<file path="src/rtl/ita_pkg.sv">
package ita_pkg;

   typedef enum logic [1:0] {
      SEQ_IDLE,
      SEQ_GET_PC,
      SEQ_GET_PS
   } seq_state_e;

   localparam int PRI_W   = 3;
   localparam int PRI_LSB = 5;
   localparam int MIN_DEV_LVL = 4;
   localparam int MAX_LVL     = 7;

   localparam int N_DEV_DEF  = 8;
   localparam int N_TRAP_DEF = 11;

   localparam int DEV_VEC_DEF [N_DEV_DEF] =
      '{'o60, 'o64, 'o70, 'o74, 'o100, 'o104, 'o200, 'o220};
   localparam int DEV_LVL_DEF [N_DEV_DEF] =
      '{4, 4, 4, 4, 6, 6, 4, 5};
   localparam int TRAP_VEC_DEF [N_TRAP_DEF] =
      '{'o4, 'o10, 'o14, 'o20, 'o24, 'o30, 'o34, 'o114, 'o240, 'o244, 'o250};

endpackage

</file>
<file path="src/rtl/ita_pick.sv">
module ita_pick #(
   parameter int NDEV  = 8,
   parameter int NTRAP = 11,
   parameter int DW    = 16,
   parameter int DEV_VEC  [NDEV]  = ita_pkg::DEV_VEC_DEF,
   parameter int DEV_LVL  [NDEV]  = ita_pkg::DEV_LVL_DEF,
   parameter int TRAP_VEC [NTRAP] = ita_pkg::TRAP_VEC_DEF
) (
   input  logic [NDEV-1:0]           dev_req,
   input  logic [NTRAP-1:0]          trap_req,
   input  logic [ita_pkg::PRI_W-1:0] cur_pri,
   output logic                      win_valid,
   output logic                      win_trap,
   output logic [NDEV-1:0]           win_dev_oh,
   output logic [NTRAP-1:0]          win_trap_oh,
   output logic [DW-1:0]             win_vec
);

   // elaboration-time checks on the source tables
   for (genvar i = 0; i < NDEV; i++) begin : g_dev_chk
      if (DEV_LVL[i] < ita_pkg::MIN_DEV_LVL || DEV_LVL[i] > ita_pkg::MAX_LVL) begin : g_bad_lvl
         $error("device level out of the 4..7 bus range");
      end
      if (DEV_VEC[i] % 4 != 0) begin : g_bad_vec
         $error("device vector not word-pair aligned");
      end
      if (i > 0) begin : g_order
         if (DEV_VEC[i] <= DEV_VEC[i-1]) begin : g_bad_order
            $error("device vectors must ascend with index");
         end
      end
   end
   for (genvar i = 1; i < NTRAP; i++) begin : g_trap_chk
      if (TRAP_VEC[i] <= TRAP_VEC[i-1]) begin : g_bad_order
         $error("trap vectors must ascend with index");
      end
   end

   logic [NDEV-1:0]  dev_elig;
   logic [NTRAP-1:0] t_oh;
   logic [DW-1:0]    t_vec;
   logic [NDEV-1:0]  d_oh;
   logic [DW-1:0]    d_vec;
   logic             d_found;
   int               d_lvl;

   for (genvar i = 0; i < NDEV; i++) begin : g_elig
      assign dev_elig[i] = dev_req[i] && (DEV_LVL[i] > int'(cur_pri));
   end

   // lowest set trap bit = lowest trap vector
   assign t_oh = trap_req & (~trap_req + NTRAP'(1));

   always_comb begin
      t_vec = '0;
      for (int i = 0; i < NTRAP; i++) begin
         if (t_oh[i]) t_vec = DW'(TRAP_VEC[i]);
      end
   end

   // scan downward; >= lets a lower index take over an equal level
   always_comb begin
      d_found = 1'b0;
      d_lvl   = 0;
      d_oh    = '0;
      d_vec   = '0;
      for (int i = NDEV - 1; i >= 0; i--) begin
         if (dev_elig[i] && (!d_found || DEV_LVL[i] >= d_lvl)) begin
            d_found  = 1'b1;
            d_lvl    = DEV_LVL[i];
            d_oh     = '0;
            d_oh[i]  = 1'b1;
            d_vec    = DW'(DEV_VEC[i]);
         end
      end
   end

   assign win_trap    = |trap_req;
   assign win_valid   = win_trap || d_found;
   assign win_trap_oh = t_oh;
   assign win_dev_oh  = win_trap ? '0 : d_oh;
   assign win_vec     = win_trap ? t_vec : d_vec;

endmodule

</file>
<file path="src/rtl/ita_ctx_stack.sv">
module ita_ctx_stack #(
   parameter int DEPTH = 4,
   parameter int DW    = 16
) (
   input  logic          clk,
   input  logic          rst_n,
   input  logic          push,
   input  logic          pop,
   input  logic [DW-1:0] in_pc,
   input  logic [DW-1:0] in_psw,
   output logic [DW-1:0] top_pc,
   output logic [DW-1:0] top_psw,
   output logic          empty,
   output logic          full
);

   localparam int CW = $clog2(DEPTH + 1);
   localparam int IW = (DEPTH > 1) ? $clog2(DEPTH) : 1;

   if (DEPTH < 1) begin : g_bad_depth
      $error("save stack needs at least one slot");
   end

   logic [CW-1:0] cnt;

   always_ff @(posedge clk or negedge rst_n) begin
      if (!rst_n) begin
         cnt <= '0;
      end else if (push && !full) begin
         cnt <= cnt + CW'(1);
      end else if (pop && !empty) begin
         cnt <= cnt - CW'(1);
      end
   end

   assign empty = (cnt == '0);
   assign full  = (cnt == CW'(DEPTH));

   if (DEPTH == 1) begin : g_single
      logic [DW-1:0] pc_r, psw_r;
      always_ff @(posedge clk) begin
         if (push && !full) begin
            pc_r  <= in_pc;
            psw_r <= in_psw;
         end
      end
      assign top_pc  = pc_r;
      assign top_psw = psw_r;
   end else begin : g_array
      logic [DW-1:0] pc_m  [DEPTH];
      logic [DW-1:0] psw_m [DEPTH];
      logic [IW-1:0] wr_idx, rd_idx;
      assign wr_idx = IW'(cnt);
      assign rd_idx = IW'(cnt - CW'(1));
      always_ff @(posedge clk) begin
         if (push && !full) begin
            pc_m[wr_idx]  <= in_pc;
            psw_m[wr_idx] <= in_psw;
         end
      end
      assign top_pc  = pc_m[rd_idx];
      assign top_psw = psw_m[rd_idx];
   end


   no_push_full_chk: assert property (@(posedge clk) disable iff (!rst_n)
      push |-> !full);

   no_pop_empty_chk: assert property (@(posedge clk) disable iff (!rst_n)
      pop |-> !empty);

endmodule

</file>
<file path="src/rtl/irq_trap_arbiter.sv">
module irq_trap_arbiter #(
   parameter int NDEV       = ita_pkg::N_DEV_DEF,
   parameter int NTRAP      = ita_pkg::N_TRAP_DEF,
   parameter int DW         = 16,
   parameter int SAVE_DEPTH = 4,
   parameter int DEV_VEC  [NDEV]  = ita_pkg::DEV_VEC_DEF,
   parameter int DEV_LVL  [NDEV]  = ita_pkg::DEV_LVL_DEF,
   parameter int TRAP_VEC [NTRAP] = ita_pkg::TRAP_VEC_DEF
) (
   input  logic             clk,
   input  logic             rst_n,
   input  logic [NDEV-1:0]  dev_req,
   output logic [NDEV-1:0]  dev_ack,
   input  logic [NTRAP-1:0] trap_req,
   output logic [NTRAP-1:0] trap_ack,
   input  logic             insn_boundary,
   input  logic             rtt_strobe,
   input  logic [DW-1:0]    cur_pc,
   input  logic             psw_wr,
   input  logic [DW-1:0]    psw_wdata,
   output logic             irq_pending,
   output logic             busy,
   output logic             mem_req,
   output logic [DW-1:0]    mem_addr,
   input  logic             mem_ack,
   input  logic [DW-1:0]    mem_rdata,
   output logic             pc_load,
   output logic [DW-1:0]    pc_out,
   output logic [DW-1:0]    psw_out
);
   import ita_pkg::*;

   localparam int CM_LSB = DW - 2;   // current mode field
   localparam int PM_LSB = DW - 4;   // previous mode field

   if (DW < 16) begin : g_bad_dw
      $error("status word must be at least 16 bits");
   end

   seq_state_e       state;
   logic [DW-1:0]    psw_q;
   logic [DW-1:0]    vec_q, new_pc_q, old_pc_q, old_psw_q;
   logic [NDEV-1:0]  dev_oh_q;
   logic [NTRAP-1:0] trap_oh_q;
   logic [DW-1:0]    psw_entry;

   logic             win_valid, win_trap;
   logic [NDEV-1:0]  win_dev_oh;
   logic [NTRAP-1:0] win_trap_oh;
   logic [DW-1:0]    win_vec;
   logic [DW-1:0]    top_pc, top_psw;
   logic             stk_empty, stk_full;
   logic             start, do_rtt, push;

   ita_pick #(
      .NDEV(NDEV), .NTRAP(NTRAP), .DW(DW),
      .DEV_VEC(DEV_VEC), .DEV_LVL(DEV_LVL), .TRAP_VEC(TRAP_VEC)
   ) i_pick (
      .dev_req     (dev_req),
      .trap_req    (trap_req),
      .cur_pri     (psw_q[PRI_LSB +: PRI_W]),
      .win_valid   (win_valid),
      .win_trap    (win_trap),
      .win_dev_oh  (win_dev_oh),
      .win_trap_oh (win_trap_oh),
      .win_vec     (win_vec)
   );

   ita_ctx_stack #(.DEPTH(SAVE_DEPTH), .DW(DW)) i_stack (
      .clk     (clk),
      .rst_n   (rst_n),
      .push    (push),
      .pop     (do_rtt),
      .in_pc   (old_pc_q),
      .in_psw  (old_psw_q),
      .top_pc  (top_pc),
      .top_psw (top_psw),
      .empty   (stk_empty),
      .full    (stk_full)
   );

   assign start  = (state == SEQ_IDLE) && insn_boundary && irq_pending
                   && win_valid && !stk_full;
   assign do_rtt = (state == SEQ_IDLE) && !start && rtt_strobe && !stk_empty;
   assign push   = (state == SEQ_GET_PS) && mem_ack;

   always_comb begin
      psw_entry = mem_rdata;
      psw_entry[PM_LSB +: 2] = old_psw_q[CM_LSB +: 2];
   end

   always_ff @(posedge clk or negedge rst_n) begin
      if (!rst_n) begin
         state       <= SEQ_IDLE;
         psw_q       <= '0;
         vec_q       <= '0;
         new_pc_q    <= '0;
         old_pc_q    <= '0;
         old_psw_q   <= '0;
         dev_oh_q    <= '0;
         trap_oh_q   <= '0;
         pc_out      <= '0;
         pc_load     <= 1'b0;
         dev_ack     <= '0;
         trap_ack    <= '0;
         irq_pending <= 1'b0;
      end else begin
         pc_load     <= 1'b0;
         dev_ack     <= '0;
         trap_ack    <= '0;
         irq_pending <= win_valid;
         case (state)
            SEQ_IDLE: begin
               if (start) begin
                  state     <= SEQ_GET_PC;
                  vec_q     <= win_vec;
                  dev_oh_q  <= win_dev_oh;
                  trap_oh_q <= win_trap_oh;
                  old_pc_q  <= cur_pc;
                  old_psw_q <= psw_q;
               end else if (do_rtt) begin
                  pc_out  <= top_pc;
                  psw_q   <= top_psw;
                  pc_load <= 1'b1;
               end else if (psw_wr) begin
                  psw_q <= psw_wdata;
               end
            end
            SEQ_GET_PC: begin
               if (mem_ack) begin
                  new_pc_q <= mem_rdata;
                  state    <= SEQ_GET_PS;
               end
            end
            SEQ_GET_PS: begin
               if (mem_ack) begin
                  psw_q    <= psw_entry;
                  pc_out   <= new_pc_q;
                  pc_load  <= 1'b1;
                  dev_ack  <= dev_oh_q;
                  trap_ack <= trap_oh_q;
                  state    <= SEQ_IDLE;
               end
            end
            default: state <= SEQ_IDLE;
         endcase
      end
   end

   assign busy     = (state != SEQ_IDLE);
   assign mem_req  = busy;
   assign mem_addr = (state == SEQ_GET_PS) ? vec_q + DW'(2) : vec_q;
   assign psw_out  = psw_q;

   // level of the device the selector picked, for checking only
   int win_lvl;
   always_comb begin
      win_lvl = 0;
      for (int i = 0; i < NDEV; i++) begin
         if (win_dev_oh[i]) win_lvl = DEV_LVL[i];
      end
   end


   dev_above_pri_chk: assert property (@(posedge clk) disable iff (!rst_n)
      (start && !win_trap) |-> (win_lvl > int'(psw_q[PRI_LSB +: PRI_W])));

   trap_first_chk: assert property (@(posedge clk) disable iff (!rst_n)
      (start && (|trap_req)) |-> (win_trap && win_dev_oh == '0));

   boundary_start_chk: assert property (@(posedge clk) disable iff (!rst_n)
      $rose(busy) |-> ($past(insn_boundary) && $past(irq_pending)));

   fetch_hold_chk: assert property (@(posedge clk) disable iff (!rst_n)
      (mem_req && !mem_ack) |=> (mem_req && $stable(mem_addr)));

   ack_onehot_chk: assert property (@(posedge clk) disable iff (!rst_n)
      $onehot0({dev_ack, trap_ack}));

   ack_with_load_chk: assert property (@(posedge clk) disable iff (!rst_n)
      ((|dev_ack) || (|trap_ack)) |-> pc_load);

endmodule

</file>
<file path="config.mk">
export PLATFORM = sky130hd
export DESIGN_NAME = irq_trap_arbiter
export DESIGN_NICKNAME = d
export VERILOG_FILES = /design/src/rtl/ita_pkg.sv /design/src/rtl/ita_pick.sv /design/src/rtl/ita_ctx_stack.sv /design/src/rtl/irq_trap_arbiter.sv
export SDC_FILE = /design/constraint.sdc
export NUM_CORES = 1
export LEC_CHECK = 0
export BUFFER_PORTS_ARGS = -buffer_cell sky130_fd_sc_hd__buf_2
export CAP_MARGIN = 15
export CORE_UTILIZATION = 57
export CTS_CLUSTER_DIAMETER = 200
export CTS_CLUSTER_SIZE = 30
export DETAILED_ROUTE_END_ITERATION = 7
export GPL_ROUTABILITY_DRIVEN = 0
export PLACE_DENSITY = 0.87
export SYNTH_ARGS = -nofsm -noshare
export SYNTH_HDL_FRONTEND = slang
export SYNTH_SLANG_ARGS = --single-unit
</file>
<file path="constraint.sdc">
create_clock -name clk -period 3.7 [get_ports clk]
set_input_delay 0 -clock clk [delete_from_list [all_inputs] [get_ports clk]]
set_output_delay 0 -clock clk [all_outputs]
set_load 0.01 [all_outputs]
</file>
==> summary by stage, run 1 <==
Floorplan
The region available for standard cell placement spans 18,100 sq um. The die is 138 um wide. From bottom edge to top edge, the die measures 138 um. The die covers 19,100 sq um.

The initial core utilization is 58.4%. The total number of placement rows is 49. The number of top-level pins is between 100 and 150.

Min path
The start point of the worst hold path is psw_wdata[7]. The path category of the worst min-delay check is input port to flip-flop.

Logic synthesis
The largest total area in the synthesized netlist belongs to sky130_fd_sc_hd__edfxtp_1. The area fraction of the dominant cell type after synthesis is 36.4%. The yosys synthesis warning count is 0.

The proportion of register bits with asynchronous set or reset after synthesis is 50.6%. The most instantiated library cell after synthesis is sky130_fd_sc_hd__nand2_1. A synthesized cell averages 14.5 sq um. Counting flops and latches in the post-synthesis netlist gives 259. The most common flop cell mapped by yosys is sky130_fd_sc_hd__dfrtp_1. By area the synthesized netlist is led by sky130_fd_sc_hd__edfxtp_1, sky130_fd_sc_hd__dfrtp_1, sky130_fd_sc_hd__mux4_2.

The mapped cell area is 10,600 sq um. After synthesis, the netlist uses a little under 60 different library cells. In the synthesized netlist, the number of instances is 726. The portion of the post-synthesis area used by sequential elements is 67.5%. Counting instances in the post-synthesis netlist gives the leading cell types as sky130_fd_sc_hd__nand2_1, sky130_fd_sc_hd__dfrtp_1, sky130_fd_sc_hd__edfxtp_1.

Counting flops with a built-in enable in the synthesized netlist gives 128.

Setup path
The most numerous cell type found on the critical path is sky130_fd_sc_hd__ha_1. By startpoint and endpoint, the worst setup path is classified as flip-flop to flip-flop. The critical path data required time is 4.12 ns. The critical path's slowest cell is sky130_fd_sc_hd__dlygate4sd3_1. The sort of element at the end of the critical path is a flip-flop. Of all nets on the critical path, the largest fanout is 47. The startpoint identified for the worst register-to-register timing path is i_stack.cnt[1]$_DFFE_PN0P_. The maximum cell stage delay along the critical path is 0.60 ns. The worst setup path is launched from a flip-flop.

Tracing the worst setup path back leads to its startpoint at i_stack.cnt[1]$_DFFE_PN0P_. Traced cell by cell, the critical path runs through inv_1 > ha_1 > ha_1 > and4b_1 > o31a_2 > buf_4 > nand4_1 > dlygate4sd3_1 > nand2_1. The data arrival at the endpoint of the critical path is 3.28 ns.

Detailed routing
The mean routed wirelength per cell is around 20 um. The total number of vias is just under 7,000. The count of antenna-violating nets left after detailed routing is 0. The pre-antenna-repair detailed-routing pass consisted of 8 iterations. The number of vias per cell is slightly below 6. The detailed router finished its first iteration with 595 violations. Summed over all layers, the routed wires come to 23.9 mm. The post-detailed-route DRC marker count is 22.

Timing
The sum of negative setup slack is 0 ns. Headroom to the max-slew limit came out at 27.3%. Setup violations remaining at the end of the flow were counted as 0. For the pin with the worst max-slew slack, the measured transition is 1.09 ns.

The final critical path takes up 77.1% of the cycle. The largest clock skew in the final design is 0.0126 ns. The worst hold slack is 0.0165 ns.

Setup repair after global routing left no endpoint under its margin. The final count of pins violating max slew is 0. The achievable frequency is 350 MHz. The final-report hold violation count came to 0. Counting I/O delays and the setup requirement, the final critical path takes roughly 2.9 ns.

Power
The share of total power consumed by net switching is 33.2%. Summed over all cells, the static leakage comes to 5.39 nW. Of the total power, registers draw 47.0%.

In this run, the clock network consumes 16.5% of the power. The power density of the placed cells is just over 700 nW/um^2. The net switching power figure is 3.04 mW.

The internal portion of the total power is 6.12 mW. The share of power burned in combinational logic is 36.5%. The maximum vdd ir drop is approximately 0.47 mV.

Clock tree
Clock-pin slew was measured on the worst setup and hold paths at roughly 0.11 ns. TritonCTS built the clock tree. No sink is reached through more buffers than the 3 on the longest clock path.

The clock buffer count from CTS is 12. In this run the number of H-tree levels came out at 1. At the later pin of the worst-skew pair, clock insertion delay measures 0.48 ns. The total clock sinks is 259. In this run the clock root is driven by a sky130_fd_sc_hd__clkbuf_16.

GRT
The via count of the first global-routing pass came to ~7,000. The initial antenna violation count is 0. The pin count of the biggest net entering global routing is approximately 110. The global-route total usage across every layer is 25.6%.

The first global-routing pass estimated approximately 37 mm of wire. After global routing the overflow that remains totals 0.

Finish
The area added between synthesis and finish is 19.9%. The antenna cell count is 0. For this run, the post-layout net count is 1,009. The share of post-route cells with drive strength above 1 is 29.1%. Cells fill 70.0% of the core in the end.

Placement
The half-perimeter wire length after placement is around 15 mm. The total of buffers placed on input and output ports is 134.

Outcome
The run finished, with violations left. The final reports fail on DRC.

Flow run
The tool flagged a number of max-cap violations equal to 0.
-- registers in the layout (all words and copies together), names as in the netlist, 16 cells and up --
name,flops
pc_out,16
old_psw_q,16
psw_out,16
old_pc_q,16
new_pc_q,16
i_stack.g_array.pc_m,64
i_stack.g_array.psw_m,64
-- routing by layer --
layer	up-vias	wire length, um	track usage [%]	share of wire, %
met5	-	0	0	0
met4	0	841	10.7	3.5
met3	63	1530	3.29	6.4
met2	312	11900	42.6	50
met1	3479	9580	34.5	40
li1	3033	-	-	-
-- power by group through the flow --
stage               combinational [mW]  sequential [mW]  clock [mW]
finish                            3.34             4.31        1.51
global route                      3.59             4.39        1.62
CTS                               3.33             4.30        1.53
global placement                  3.15             4.30           0
detailed placement                3.24             4.36           0
floorplan                         2.23             4.29           0
-- cells by family after synthesis --
kind of cell	count (synthesis)	synth area share [%]
adder cells (fa/ha/maj)	6	0.711
XOR/XNOR	2	0.166
AND/OR/NAND/NOR	231	10.2
other	1	0.0355
flip-flops	259	67.5
multiplexers	96	14.0
AO/OA/AOI/OAI	74	4.91
buffers and inverters	57	2.49
-- final timing paths --
path                                      endpoint  slack (ns)  depth (start not counted)
min in group asynchronous  new_pc_q[4]$_DFFE_PN0P_        0.22                          2
max in group asynchronous  old_pc_q[8]$_DFFE_PN0P_        2.57                          3
hold reg to reg            dev_oh_q[6]$_DFFE_PN0P_        0.48                          2
hold / removal              psw_out[7]$_DFFE_PN0P_        0.02                          4
setup reg to reg           dev_oh_q[6]$_DFFE_PN0P_        0.85                          9
setup / recovery           dev_oh_q[6]$_DFFE_PN0P_        0.85                          9
-- worst max-delay path: cells and delay by family (launching register included) --
kind                     cells  cell delay [ns]
adder cells (fa/ha/maj)      2             0.43
flip-flops                   1             0.39
buffers and inverters        3             1.19
AND/OR/NAND/NOR              3             0.61
AO/OA/AOI/OAI                1             0.19
-- layout make-up --
type	instances	area [sq um]
tap	229	287
sequential	259	7120
timing repair buffer	229	1630
inverter	10	37.5
fill	1131	5430
clock inverter	1	16.3
clock buffer	19	348
multi-input combinational	418	3220
-- what timing repair did --
action	4_1_cts	5_1_grt
resized for setup	0	0
hold endpoints to repair	196	0
buffers inserted	0	0
hold buffers	79	0
-- placed cells by master, fill, tap and decap left out, types with 3 or more instances in the layout --
| cell type | n |
|---|---|
| sky130_fd_sc_hd__buf_12 | 3 |
| sky130_fd_sc_hd__a21oi_1 | 19 |
| sky130_fd_sc_hd__inv_1 | 9 |
| sky130_fd_sc_hd__nor2_1 | 17 |
| sky130_fd_sc_hd__nand4b_1 | 3 |
| sky130_fd_sc_hd__conb_1 | 9 |
| sky130_fd_sc_hd__mux2_4 | 10 |
| sky130_fd_sc_hd__o21ai_0 | 11 |
| sky130_fd_sc_hd__nand3_1 | 5 |
| sky130_fd_sc_hd__and3_1 | 19 |
| sky130_fd_sc_hd__dlygate4sd3_1 | 79 |
| sky130_fd_sc_hd__edfxtp_1 | 128 |
| sky130_fd_sc_hd__mux2_2 | 54 |
| sky130_fd_sc_hd__ha_1 | 6 |
| sky130_fd_sc_hd__a211oi_1 | 4 |
| sky130_fd_sc_hd__nor3_1 | 7 |
| sky130_fd_sc_hd__nand2_1 | 146 |
| sky130_fd_sc_hd__buf_2 | 133 |
| sky130_fd_sc_hd__nand2b_1 | 4 |
| sky130_fd_sc_hd__clkbuf_1 | 6 |
| sky130_fd_sc_hd__a2bb2oi_1 | 16 |
| sky130_fd_sc_hd__buf_4 | 13 |
| sky130_fd_sc_hd__mux4_2 | 32 |
| sky130_fd_sc_hd__or3_1 | 4 |
| sky130_fd_sc_hd__clkbuf_16 | 13 |
| sky130_fd_sc_hd__and2_1 | 7 |
| sky130_fd_sc_hd__or4_1 | 3 |
| sky130_fd_sc_hd__o31ai_1 | 4 |
| sky130_fd_sc_hd__dfrtp_1 | 130 |
-- per-stage QoR --
stage	power, mW	cells	cell area, sq um	worst slack (ns)
5_1_grt	9.60	1165	12700	0.715
4_1_cts	9.17	1165	12700	0.872
2_1_floorplan	6.53	734	10600	0.395
6_report	9.16	1165	12700	0.847
3_5_place_dp	7.60	1066	11500	0.957
3_3_place_gp	7.45	1066	11500	1.01
(Power assumes the default switching activity.)
==> run 2, diff against run 1 <==
==> constraint.sdc (replaced) <==
create_clock -name clk -period 2.7 [get_ports clk]
set_input_delay 0 -clock clk [delete_from_list [all_inputs] [get_ports clk]]
set_output_delay 0 -clock clk [all_outputs]
set_load 0.01 [all_outputs]
==> run 2 against run 1 <==
The flow still finishes with violations (DRC). First-iteration DRC count grew 16%. Flip-flop and latch count is the same. Via count grew 2.2%. Cell area grew 0.49%. Count of clock-buffer cells in the layout is the same. Non-clock buffer count grew 9. Critical endpoint is now trap_oh_q[6]$_DFFE_PN0P_.
==> summary by stage, run 2 (same netlist as run 1, synthesis figures left out) <==
Detailed routing
The total number of vias is 7,036. The mean routed wirelength per cell is 21.5 um. Dividing the detail-routed via count by the number of cells gives 5.99.

Once detail routing completed, the nets flagged for antenna violations numbered 0. The aggregate routed wire length is ~25 mm. The count of TritonRoute iterations in the first routing pass is 8. The first routing iteration left 691 violations. For this run, design rule violations remaining after detail routing come to 23.

Finish
Compared with the post-synthesis result, the final layout area differs by 20.5%. The filler cell count is 1,122. Summing all flip-flop and latch instances after layout gives 7120 sq um.

In the layout the commonest cells are sky130_fd_sc_hd__nand2_1, sky130_fd_sc_hd__buf_2, sky130_fd_sc_hd__dfrtp_1. The largest registers in the layout are i_stack.g_array.pc_m: 64 flops, i_stack.g_array.psw_m: 64 flops. The number of nets in the finished design is roughly 1,000. The antenna cell count is 0. The total non-filler cell area in the finished layout is around 13,000 sq um. The library cell used most frequently in the layout, excluding fill and tap cells, is sky130_fd_sc_hd__nand2_1. Cells with a size suffix above 1 make up 30.6% of the layout. The final standard cell utilization of the core is 70.3%. The multi-input combinational cells in the finished layout cover a total of around 3200 sq um.

Power
The maximum vdd ir drop is 0.785 mV. Total power for the finished layout comes to ~13 mW. The power density of the placed cells is 1000 nW/um^2. The static leakage is 5.44 nW.

Clock tree
Counting along the longest clock path gives a buffer depth of 3. The total clock sinks is 259. The insertion delay of the later-clocked pin in the worst-skew pair is 0.48 ns. The clock buffer count from CTS is 12. The number of cells upsized or downsized after cts is 0. After clock tree synthesis, the clock-pin slew on the worst setup and hold paths is about 0.11 ns.

The clock tree root buffer cell is sky130_fd_sc_hd__clkbuf_16. The number of levels in the clock H-tree is 1. The TritonCTS clock tree is built.

Setup path
The critical path data required time is 3.13 ns. The maximum net fanout on the critical path is 33. Among all stages on the critical path, the largest delay is contributed by sky130_fd_sc_hd__dlygate4sd3_1.

The number of cells on the worst reg-to-reg path is 8. The critical path in this run is classified as flip-flop to flip-flop. The buffers plus inverters on the worst setup path is 3. The sort of element at the end of the critical path is a flip-flop.

The logic depth of the worst path, buffers included is 8. The kind of cell adding the most delay to the critical path is buffers and inverters. Data arrives at the worst endpoint at 3.04 ns. The kind of start point of the critical path is a flip-flop. The critical path goes through inv_1 > ha_1 > ha_1 > and4b_1 > o31ai_4 > buf_4 > o31ai_1 > dlygate4sd3_1.

The cell repeated most along the worst path is sky130_fd_sc_hd__ha_1. The maximum cell stage delay along the critical path is ~0.60 ns.

Placement
After detailed placement, the total cell area comes to 11,600 sq um. The half-perimeter wire length after placement is about 15 mm. The count of buffers added on input and output ports is about 130. Before CTS, the worst setup slack after placement is ~0.22 ns.

Outcome
The checks that failed: DRC. The flow ran to the end, but the final reports show violations.

Timing
In the post-route analysis, the smallest setup slack over all paths is 0.0891 ns. The achievable frequency is 383 MHz. Setup violations remaining at the end of the flow were counted as 0. Setup total negative slack on the finished layout was measured at 0 ns. The final worst-path cycle share is 96.7%. Setup repair after global routing left no endpoint under its margin. The final-report hold violation count was 0.

The final count of pins violating max slew came to 0. The clock period could shrink to 2.61 ns. Headroom to the max-slew limit came out at 51.8%.

The largest clock skew in the final design is 0.0145 ns. At the pin with the least slew margin, the transition time is slightly above 0.7 ns.

Floorplan
During I/O placement, the number of pins put on the boundary was between 100 and 150. The die footprint is between 15,000 and 20,000 sq um. For this configuration, the core starts out at a cell density of between 50% and 60%. In this run the core area contains 49 standard-cell rows. The core area is around 18,000 sq um.

The vertical die dimension is around 140 um. The die outline width is 138 um.

GRT
Summed over all layers, the global routing overflow is 0. Global routing used 27.3% of the available tracks. The via count of the first global-routing pass is 7,207. The pin count of the biggest net entering global routing is 56. The initial antenna violation count is 0. The first global-routing pass estimated 39.7 mm of wire.

Flow run
Max-cap violations in this run came to 0.

Min path
The worst hold path passes through 4 cells. The path category of the worst min-delay check is input port to flip-flop.
[run 2: cell types whose count changed in the layout (fill, tap and decap cells not counted)]
cell / previous run / this run
sky130_fd_sc_hd__buf_4: 13 / 26
sky130_fd_sc_hd__and2_1: 7 / 3
sky130_fd_sc_hd__and2_2: 0 / 4
sky130_fd_sc_hd__dlygate4sd3_1: 79 / 75
[run 2: worst reg2reg max path, cell delays in order (launching register included)]
cell and delay, ns:
sky130_fd_sc_hd__dfrtp_1 0.40, sky130_fd_sc_hd__inv_1 0.08, sky130_fd_sc_hd__ha_1 0.22, sky130_fd_sc_hd__ha_1 0.21
sky130_fd_sc_hd__and4b_1 0.37, sky130_fd_sc_hd__o31ai_4 0.11, sky130_fd_sc_hd__buf_4 0.27, sky130_fd_sc_hd__o31ai_1 0.30
sky130_fd_sc_hd__dlygate4sd3_1 0.60
[run 2: where the power goes]
group	internal [mW]	switching (mW)
Clock	0.915	1.17
Sequential	5.24	0.674
Combinational	2.29	2.47
[run 2: timing repair]
action                     in CTS  in global routing
setup buffers                   0                  1
hold buffers                   75                  0
setup endpoints to repair       0                  2
hold endpoints to repair      159                  0
[run 2: layer usage]
| layer | share of wire, % | global-route usage [%] | up-vias |
|---|---|---|---|
| met5 | 0 | 0 | - |
| met4 | 3.5 | 10.9 | 0 |
| met3 | 7.4 | 4.26 | 76 |
| met2 | 50 | 46.2 | 375 |
| met1 | 39 | 35.8 | 3531 |
| li1 | - | - | 3054 |
[run 2: worst paths after layout]
path	start	to	slack, ns
min in group asynchronous	rst_n	old_psw_q[4]$_DFFE_PN0P_	0.04
max reg2reg	i_stack.cnt[1]$_DFFE_PN0P_	trap_oh_q[6]$_DFFE_PN0P_	0.09
max	i_stack.cnt[1]$_DFFE_PN0P_	trap_oh_q[6]$_DFFE_PN0P_	0.09
min reg2reg	dev_oh_q[3]$_DFFE_PN0P_	dev_oh_q[3]$_DFFE_PN0P_	0.48
max in group asynchronous	rst_n	dev_ack[4]$_DFF_PN0_	1.85
min	psw_wdata[7]	psw_out[7]$_DFFE_PN0P_	0.03
[run 2: area by class of cell]
cell class	count	share of cell area, %
multi-input combinational	418	25.4
sequential	259	56.0
clock buffer	19	2.73
clock inverter	1	0.128
timing repair buffer	238	13.2
inverter	10	0.295
tap	229	2.25
[run 2: stage by stage]
step / std cells / hold WS [ns]
floorplan: 734 / -0.296
global placement: 1078 / 0.00484
detailed placement: 1078 / 0.00793
CTS: 1173 / 0.0228
global route: 1174 / 0.0248
finish: 1174 / 0.0343
